--- config.mk ---
export PLATFORM = sky130hd
export DESIGN_NAME = range_inval_seq
export DESIGN_NICKNAME = d
export VERILOG_FILES = /design/src/rtl/rinv_pkg.sv /design/src/rtl/rinv_round.sv /design/src/rtl/rinv_align.sv /design/src/rtl/rinv_chunk.sv /design/src/rtl/rinv_cmd.sv /design/src/rtl/range_inval_seq.sv
export SDC_FILE = /design/constraint.sdc
export NUM_CORES = 1
export LEC_CHECK = 0
export BUFFER_PORTS_ARGS = -buffer_cell sky130_fd_sc_hd__buf_2
export CAP_MARGIN = 40
export CORE_ASPECT_RATIO = 1.2
export CORE_MARGIN = 8
export CORE_UTILIZATION = 57
export CTS_CLUSTER_DIAMETER = 120
export CTS_CLUSTER_SIZE = 24
export DETAILED_ROUTE_END_ITERATION = 10
export PLACE_DENSITY = 0.79
export SETUP_SLACK_MARGIN = 0.02
export SLEW_MARGIN = 10
export SYNTH_ARGS = -nofsm -noshare
export SYNTH_HDL_FRONTEND = slang
export SYNTH_HIERARCHICAL = 1
export SYNTH_SLANG_ARGS = --single-unit
--- constraint.sdc ---
create_clock -name clk -period 9.1 [get_ports clk]
set_input_delay 1.365 -clock clk [delete_from_list [all_inputs] [get_ports clk]]
set_output_delay 1.365 -clock clk [all_outputs]
set_load 0.005 [all_outputs]
--- src/rtl/rinv_pkg.sv ---
package rinv_pkg;

    typedef enum logic [1:0] {
        ST_IDLE   = 2'd0,
        ST_ISSUE  = 2'd1,
        ST_SETTLE = 2'd2,
        ST_WAIT   = 2'd3
    } rinv_state_e;

endpackage

--- src/rtl/rinv_round.sv ---
// Rounds a request outward to whole cache lines and reports its length.
module rinv_round #(
    parameter int ADDR_W     = 32,
    parameter int LINE_BYTES = 16
) (
    input  logic [ADDR_W-1:0] start_i,
    input  logic [ADDR_W-1:0] end_i,
    output logic [ADDR_W-1:0] start_o,
    output logic [ADDR_W-1:0] end_o,
    output logic [ADDR_W-1:0] len_o,
    output logic              empty_o
);
    localparam logic [ADDR_W-1:0] LINE_M1 = ADDR_W'(LINE_BYTES - 1);

    always_comb begin
        start_o = start_i & ~LINE_M1;
        end_o   = (end_i + LINE_M1) & ~LINE_M1;
        empty_o = (end_o <= start_o);
        len_o   = empty_o ? '0 : (end_o - start_o);
    end
endmodule

--- src/rtl/rinv_align.sv ---
// Alignment of the current address; zero address falls back to the remainder.
module rinv_align #(
    parameter int ADDR_W     = 32,
    parameter int LINE_BYTES = 16
) (
    input  logic [ADDR_W-1:0] addr_i,
    input  logic [ADDR_W-1:0] rem_i,
    output logic [ADDR_W-1:0] align_o
);
    localparam logic [ADDR_W-1:0] LINE_M1 = ADDR_W'(LINE_BYTES - 1);

    logic [ADDR_W-1:0] line_addr;

    always_comb begin
        line_addr = addr_i & ~LINE_M1;
        if (line_addr == '0) begin
            align_o = rem_i;
        end else begin
            align_o = line_addr & (~line_addr + 1'b1);
        end
    end
endmodule

--- src/rtl/rinv_chunk.sv ---
// Picks the chunk: alignment if the remainder exceeds it, else the top power of two of the remainder.
module rinv_chunk #(
    parameter int ADDR_W = 32
) (
    input  logic [ADDR_W-1:0] rem_i,
    input  logic [ADDR_W-1:0] align_i,
    output logic [ADDR_W-1:0] chunk_o
);
    logic [ADDR_W-1:0] top_pow2;

    always_comb begin
        top_pow2 = '0;
        for (int i = 0; i < ADDR_W; i++) begin
            if (rem_i[i]) top_pow2 = ADDR_W'(1) << i;
        end
        chunk_o = (rem_i > align_i) ? align_i : top_pow2;
    end
endmodule

--- src/rtl/rinv_cmd.sv ---
// Formats the mask and command words for one chunk.
module rinv_cmd #(
    parameter int ADDR_W  = 32,
    parameter int INV_BIT = 0
) (
    input  logic [ADDR_W-1:0] addr_i,
    input  logic [ADDR_W-1:0] chunk_i,
    output logic [ADDR_W-1:0] mask_o,
    output logic [ADDR_W-1:0] cmd_o
);
    localparam logic [ADDR_W-1:0] INV_FLAG = ADDR_W'(1) << INV_BIT;

    always_comb begin
        mask_o = ~(chunk_i - 1'b1);
        cmd_o  = (addr_i & mask_o) | INV_FLAG;
    end
endmodule

--- src/rtl/range_inval_seq.sv ---
module range_inval_seq
    import rinv_pkg::*;
#(
    parameter int ADDR_W     = 32,
    parameter int LINE_BYTES = 16,
    parameter int INV_BIT    = 0
) (
    input  logic              clk,
    input  logic              rst_n,
    input  logic              cache_en_i,
    input  logic              req_valid_i,
    output logic              req_ready_o,
    input  logic [ADDR_W-1:0] req_start_i,
    input  logic [ADDR_W-1:0] req_end_i,
    output logic              done_o,
    input  logic              pg_busy_i,
    output logic              pg_cmd_we_o,
    output logic [ADDR_W-1:0] pg_mask_o,
    output logic [ADDR_W-1:0] pg_cmd_o
);
    localparam int LINE_LOG2 = $clog2(LINE_BYTES);

    typedef struct packed {
        rinv_state_e       st;
        logic [ADDR_W-1:0] addr;
        logic [ADDR_W-1:0] end_a;
        logic [ADDR_W-1:0] rem;
        logic [ADDR_W-1:0] chunk;
        logic              done;
        logic              we;
        logic [ADDR_W-1:0] mask;
        logic [ADDR_W-1:0] cmd;
    } seq_s;

    seq_s seq_q, seq_d;

    logic [ADDR_W-1:0] rnd_start, rnd_end, rnd_len;
    logic              rnd_empty;
    logic [ADDR_W-1:0] align_w, chunk_w, mask_w, cmd_w;
    logic [ADDR_W-1:0] next_addr;

    rinv_round #(.ADDR_W(ADDR_W), .LINE_BYTES(LINE_BYTES)) u_round (
        .start_i (req_start_i),
        .end_i   (req_end_i),
        .start_o (rnd_start),
        .end_o   (rnd_end),
        .len_o   (rnd_len),
        .empty_o (rnd_empty)
    );

    rinv_align #(.ADDR_W(ADDR_W), .LINE_BYTES(LINE_BYTES)) u_align (
        .addr_i  (seq_q.addr),
        .rem_i   (seq_q.rem),
        .align_o (align_w)
    );

    rinv_chunk #(.ADDR_W(ADDR_W)) u_chunk (
        .rem_i   (seq_q.rem),
        .align_i (align_w),
        .chunk_o (chunk_w)
    );

    rinv_cmd #(.ADDR_W(ADDR_W), .INV_BIT(INV_BIT)) u_cmd (
        .addr_i  (seq_q.addr),
        .chunk_i (chunk_w),
        .mask_o  (mask_w),
        .cmd_o   (cmd_w)
    );

    assign next_addr = seq_q.addr + seq_q.chunk;

    always_comb begin
        seq_d      = seq_q;
        seq_d.done = 1'b0;
        seq_d.we   = 1'b0;
        unique case (seq_q.st)
            ST_IDLE: begin
                if (req_valid_i) begin
                    if (!cache_en_i || rnd_empty) begin
                        seq_d.done = 1'b1;
                    end else begin
                        seq_d.st    = ST_ISSUE;
                        seq_d.addr  = rnd_start;
                        seq_d.end_a = rnd_end;
                        seq_d.rem   = rnd_len;
                    end
                end
            end
            ST_ISSUE: begin
                if (!pg_busy_i) begin
                    seq_d.we    = 1'b1;
                    seq_d.mask  = mask_w;
                    seq_d.cmd   = cmd_w;
                    seq_d.chunk = chunk_w;
                    seq_d.st    = ST_SETTLE;
                end
            end
            ST_SETTLE: begin
                seq_d.st = ST_WAIT;
            end
            ST_WAIT: begin
                if (!pg_busy_i) begin
                    seq_d.addr = next_addr;
                    seq_d.rem  = seq_q.rem - seq_q.chunk;
                    if (next_addr < seq_q.end_a) begin
                        seq_d.st = ST_ISSUE;
                    end else begin
                        seq_d.st   = ST_IDLE;
                        seq_d.done = 1'b1;
                    end
                end
            end
            default: seq_d.st = ST_IDLE;
        endcase
    end

    always_ff @(posedge clk or negedge rst_n) begin
        if (!rst_n) begin
            seq_q <= '{st: ST_IDLE, default: '0};
        end else begin
            seq_q <= seq_d;
        end
    end

    assign req_ready_o = (seq_q.st == ST_IDLE);
    assign done_o      = seq_q.done;
    assign pg_cmd_we_o = seq_q.we;
    assign pg_mask_o   = seq_q.mask;
    assign pg_cmd_o    = seq_q.cmd;

    if (LINE_LOG2 < 1 || (1 << LINE_LOG2) != LINE_BYTES || INV_BIT >= LINE_LOG2) begin : g_bad_cfg
        initial $error("range_inval_seq: LINE_BYTES must be a power of two above INV_BIT");
    end
endmodule

==> impl_metrics.yaml <==
synthesis:
  synth_mux_area_share_pct: 8.85
  yosysMostFrequentCell: "dfrtp_1"
  synth-compound-area-share_pct: 17.9
  synthTopCellsByCount: "dfrtp_1, nor2_1, nand2_1, inv_1, ha_1"
  synth_edf_count: 0
  ys_ff_latch: 196
  synth_xor_area_share_pct: 6.15
  synthSimpleGateAreaFrac_pct: 19.9
  syn_area_sq_mm: 0.0184
  synth.distinct_cells: 111
  synth_top_family_by_area: "simple AND/OR/NAND/NOR gates"
  avgSynthCellArea_sq_um: 8.51
  netlist_top_cells_area: "dfrtp_1, ha_1, mux2_2"
  synth_largest_area_cell: "dfrtp_1"
  synthArstFlopShare_pct: 100
  synthFlopType: "dfrtp_1"
  synth-adder-area-share_pct: 11.0
  yosysWarningCount: 6
  synth_seq_area_share_pct: 26.7
  syn_inst: 2158
  synth_top_area_share_pct: 26.7
clock_tree:
  post_cts_buffers: 0
  clockBufferDepth: 2
  htree_num_levels: 4
  numClockSinks: 196
  cts_made_buffers: 17
  cts_resized: 0
  insertion_delay_ns: 0.46
  cts-hold-fix-buffers: 0
  clkTransAtPathRegs_ns: 0.07
  cts_tree: "yes"
  cts-root-buf: "clkbuf_16"
timing:
  hold_viol: 0
  fin_ws_ns: 1.86
  setup_viol: 0
  drv_slew: 0
  slew_headroom_pct: 41.9
  rsz0062_at_grt: "false"
  worst_pin_slew_ns: 0.872
  fmax_mhz: 138
  min_period_ns: 7.24
  finalCritPeriodShare_pct: 79.5
  final.setup.tns_ns: 0
  skew_ns: 0.0104
floorplanning:
  die_x_microns: 180
  floorplan.initialDensity_pct: 57.4
  die_y_microns: 213
  io_pins: 136
  core_sq_mm: 0.0320
  die_area_sq_mm: 0.0383
  num_rows: 72
layout:
  nets: 2383
  n_antenna_cell: 0
  area_growth_pct: 4.88
  fin_cells: 2574
  layout-drive-gt1-share_pct: 16.0
  fill_cells: 2806
routing:
  post_drt_wl_per_cell_microns: 18.4
  vias: 15400
  wl_met2_microns: 21800
  drt_wl_total_microns: 47300
  wl_met1_microns: 21500
  met3WireLength_microns: 2730
  vias_per_cell: 6.00
  drtAntennaViolNets: 0
  route.detailed.drc: 0
  top_layer: "met4"
  dr.first_iter.drc_count: 1258
  drt_pre_antenna_iters: 5
placement:
  place.gp.congestion: 0.959
  io_buffer_count: 131
  hpwl_microns: 37500
  placed_cells: 2541
  pre_cts_slack_ns: 2.03
grt:
  grt_pass1_wl_microns: 77100
  antenna_found_initial: 0
  overflow: 0
  track_usage_pct: 24.6
  grt_pass1_vias: 15300
  grt_max_degree: 81
worst_setup_path:
  worstPathMaxFanout: 24
  end_kind: "flip-flop"
  startpoint_type: "flip-flop"
  cp.required_ns: 9.45
  crit_arrival_ns: 7.58
  path_class: "flip-flop to flip-flop"
power_and_ir_drop:
  finalPower_w: 0.00711
  cellPowerDensity_mw_per_mm2: 369
  p_leak_nw: 8.96
  ir_worst_vdd_mv: 0.170
status:
  status: "completed"
min_path:
  min_path_type: "flip-flop to flip-flop"
flow_run:
  max_cap_violations: 0
==> placed cells by master (no fill, tap or decap), types with 14 or more instances in the layout <==
cell type / count
and3_1: 32
nor2_1: 184
nand2_1: 180
a21o_1: 42
mux2_2: 101
buf_2: 130
inv_1: 164
ha_1: 156
and2_1: 28
mux2i_1: 45
dfrtp_1: 196
xnor2_1: 85
nand3_1: 43
o21bai_1: 14
nand4_1: 24
clkbuf_16: 17
a21oi_1: 135
o21ai_0: 79
nor4_1: 20
a221oi_1: 29
or3_1: 15
o21ai_1: 28
nand2b_1: 32
nor3_1: 40
nor2b_1: 17
xor2_1: 44
a31oi_1: 20
==> registers in the layout, summed over array words and instances (netlist names) <==
register / cells
pg_cmd_we_o: 1
seq_q: 130
done_o: 1
pg_cmd_o: 32
pg_mask_o: 32
==> metrics by stage <==
stage	utilization [%]	hold slack, ns	instance area (sq um)
floorplan	-	0.479	18400
detailed placement	58.3	0.490	18700
CTS	60.2	0.506	19200
global route	60.2	0.518	19300
global placement	58.1	0.483	18600
finish	60.2	0.500	19300
==> critical path: stages (launching register included) <==
cell      delay (ns)
dfrtp_1         0.49
nor4_1          0.60
nand3_1         0.48
or3b_1          0.57
nor4_2          0.30
inv_1           0.09
ha_1            0.31
nand4_1         0.23
nor4_1          0.60
nand2_1         0.20
a21boi_4        0.41
buf_4           0.47
mux2i_1         0.33
nor4_2          0.59
nand2_1         0.31
nor4_1          0.68
mux2i_1         0.16
mux2_2          0.28
==> power by group <==
group          switching, W  internal (W)  total, W
logic               0.00260       0.00205   0.00465
registers          0.000443       0.00124   0.00168
clock network      0.000353      0.000423  0.000776
==> layer usage <==
layer / vias up / GRT usage, %
met5: - / 0
met4: 0 / 9.55
met3: 89 / 3.20
met2: 512 / 41.0
met1: 7289 / 32.2
li1: 7545 / -
==> worst paths after layout <==
check / cells after the start / to / from / slack (ns)
min in group asynchronous: 1 / seq_q[132] / rst_n / 0.83
worst min-delay path: 1 / pg_cmd_o[3] / pg_cmd_o[3] / 0.50
worst min register to register: 1 / pg_cmd_o[3] / pg_cmd_o[3] / 0.50
worst max-delay path: 17 / pg_cmd_o[31] / seq_q[169] / 1.86
worst max register to register: 17 / pg_cmd_o[31] / seq_q[169] / 1.86
max in group asynchronous: 3 / pg_mask_o[26] / rst_n / 7.29
==> logic make-up after synthesis <==
family | Yosys count
AO/OA/AOI/OAI | 483
XOR/XNOR | 129
adder cells (fa/ha/maj) | 160
buffers and inverters | 346
flip-flops | 196
multiplexers | 149
other | 2
AND/OR/NAND/NOR | 693
==> cell type report <==
cell class / instances / area, sq um / share of cell area [%]
Clock buffer: 19 / 453 / 2.35
Clock inverter: 13 / 145 / 0.753
Inverter: 165 / 619 / 3.21
Multi-Input combinational cell: 1627 / 11800 / 61.3
Sequential cell: 196 / 4900 / 25.5
Tap cell: 407 / 509 / 2.64
Timing Repair Buffer: 147 / 832 / 4.32
No activity file was read; power rests on OpenSTA's default activity.
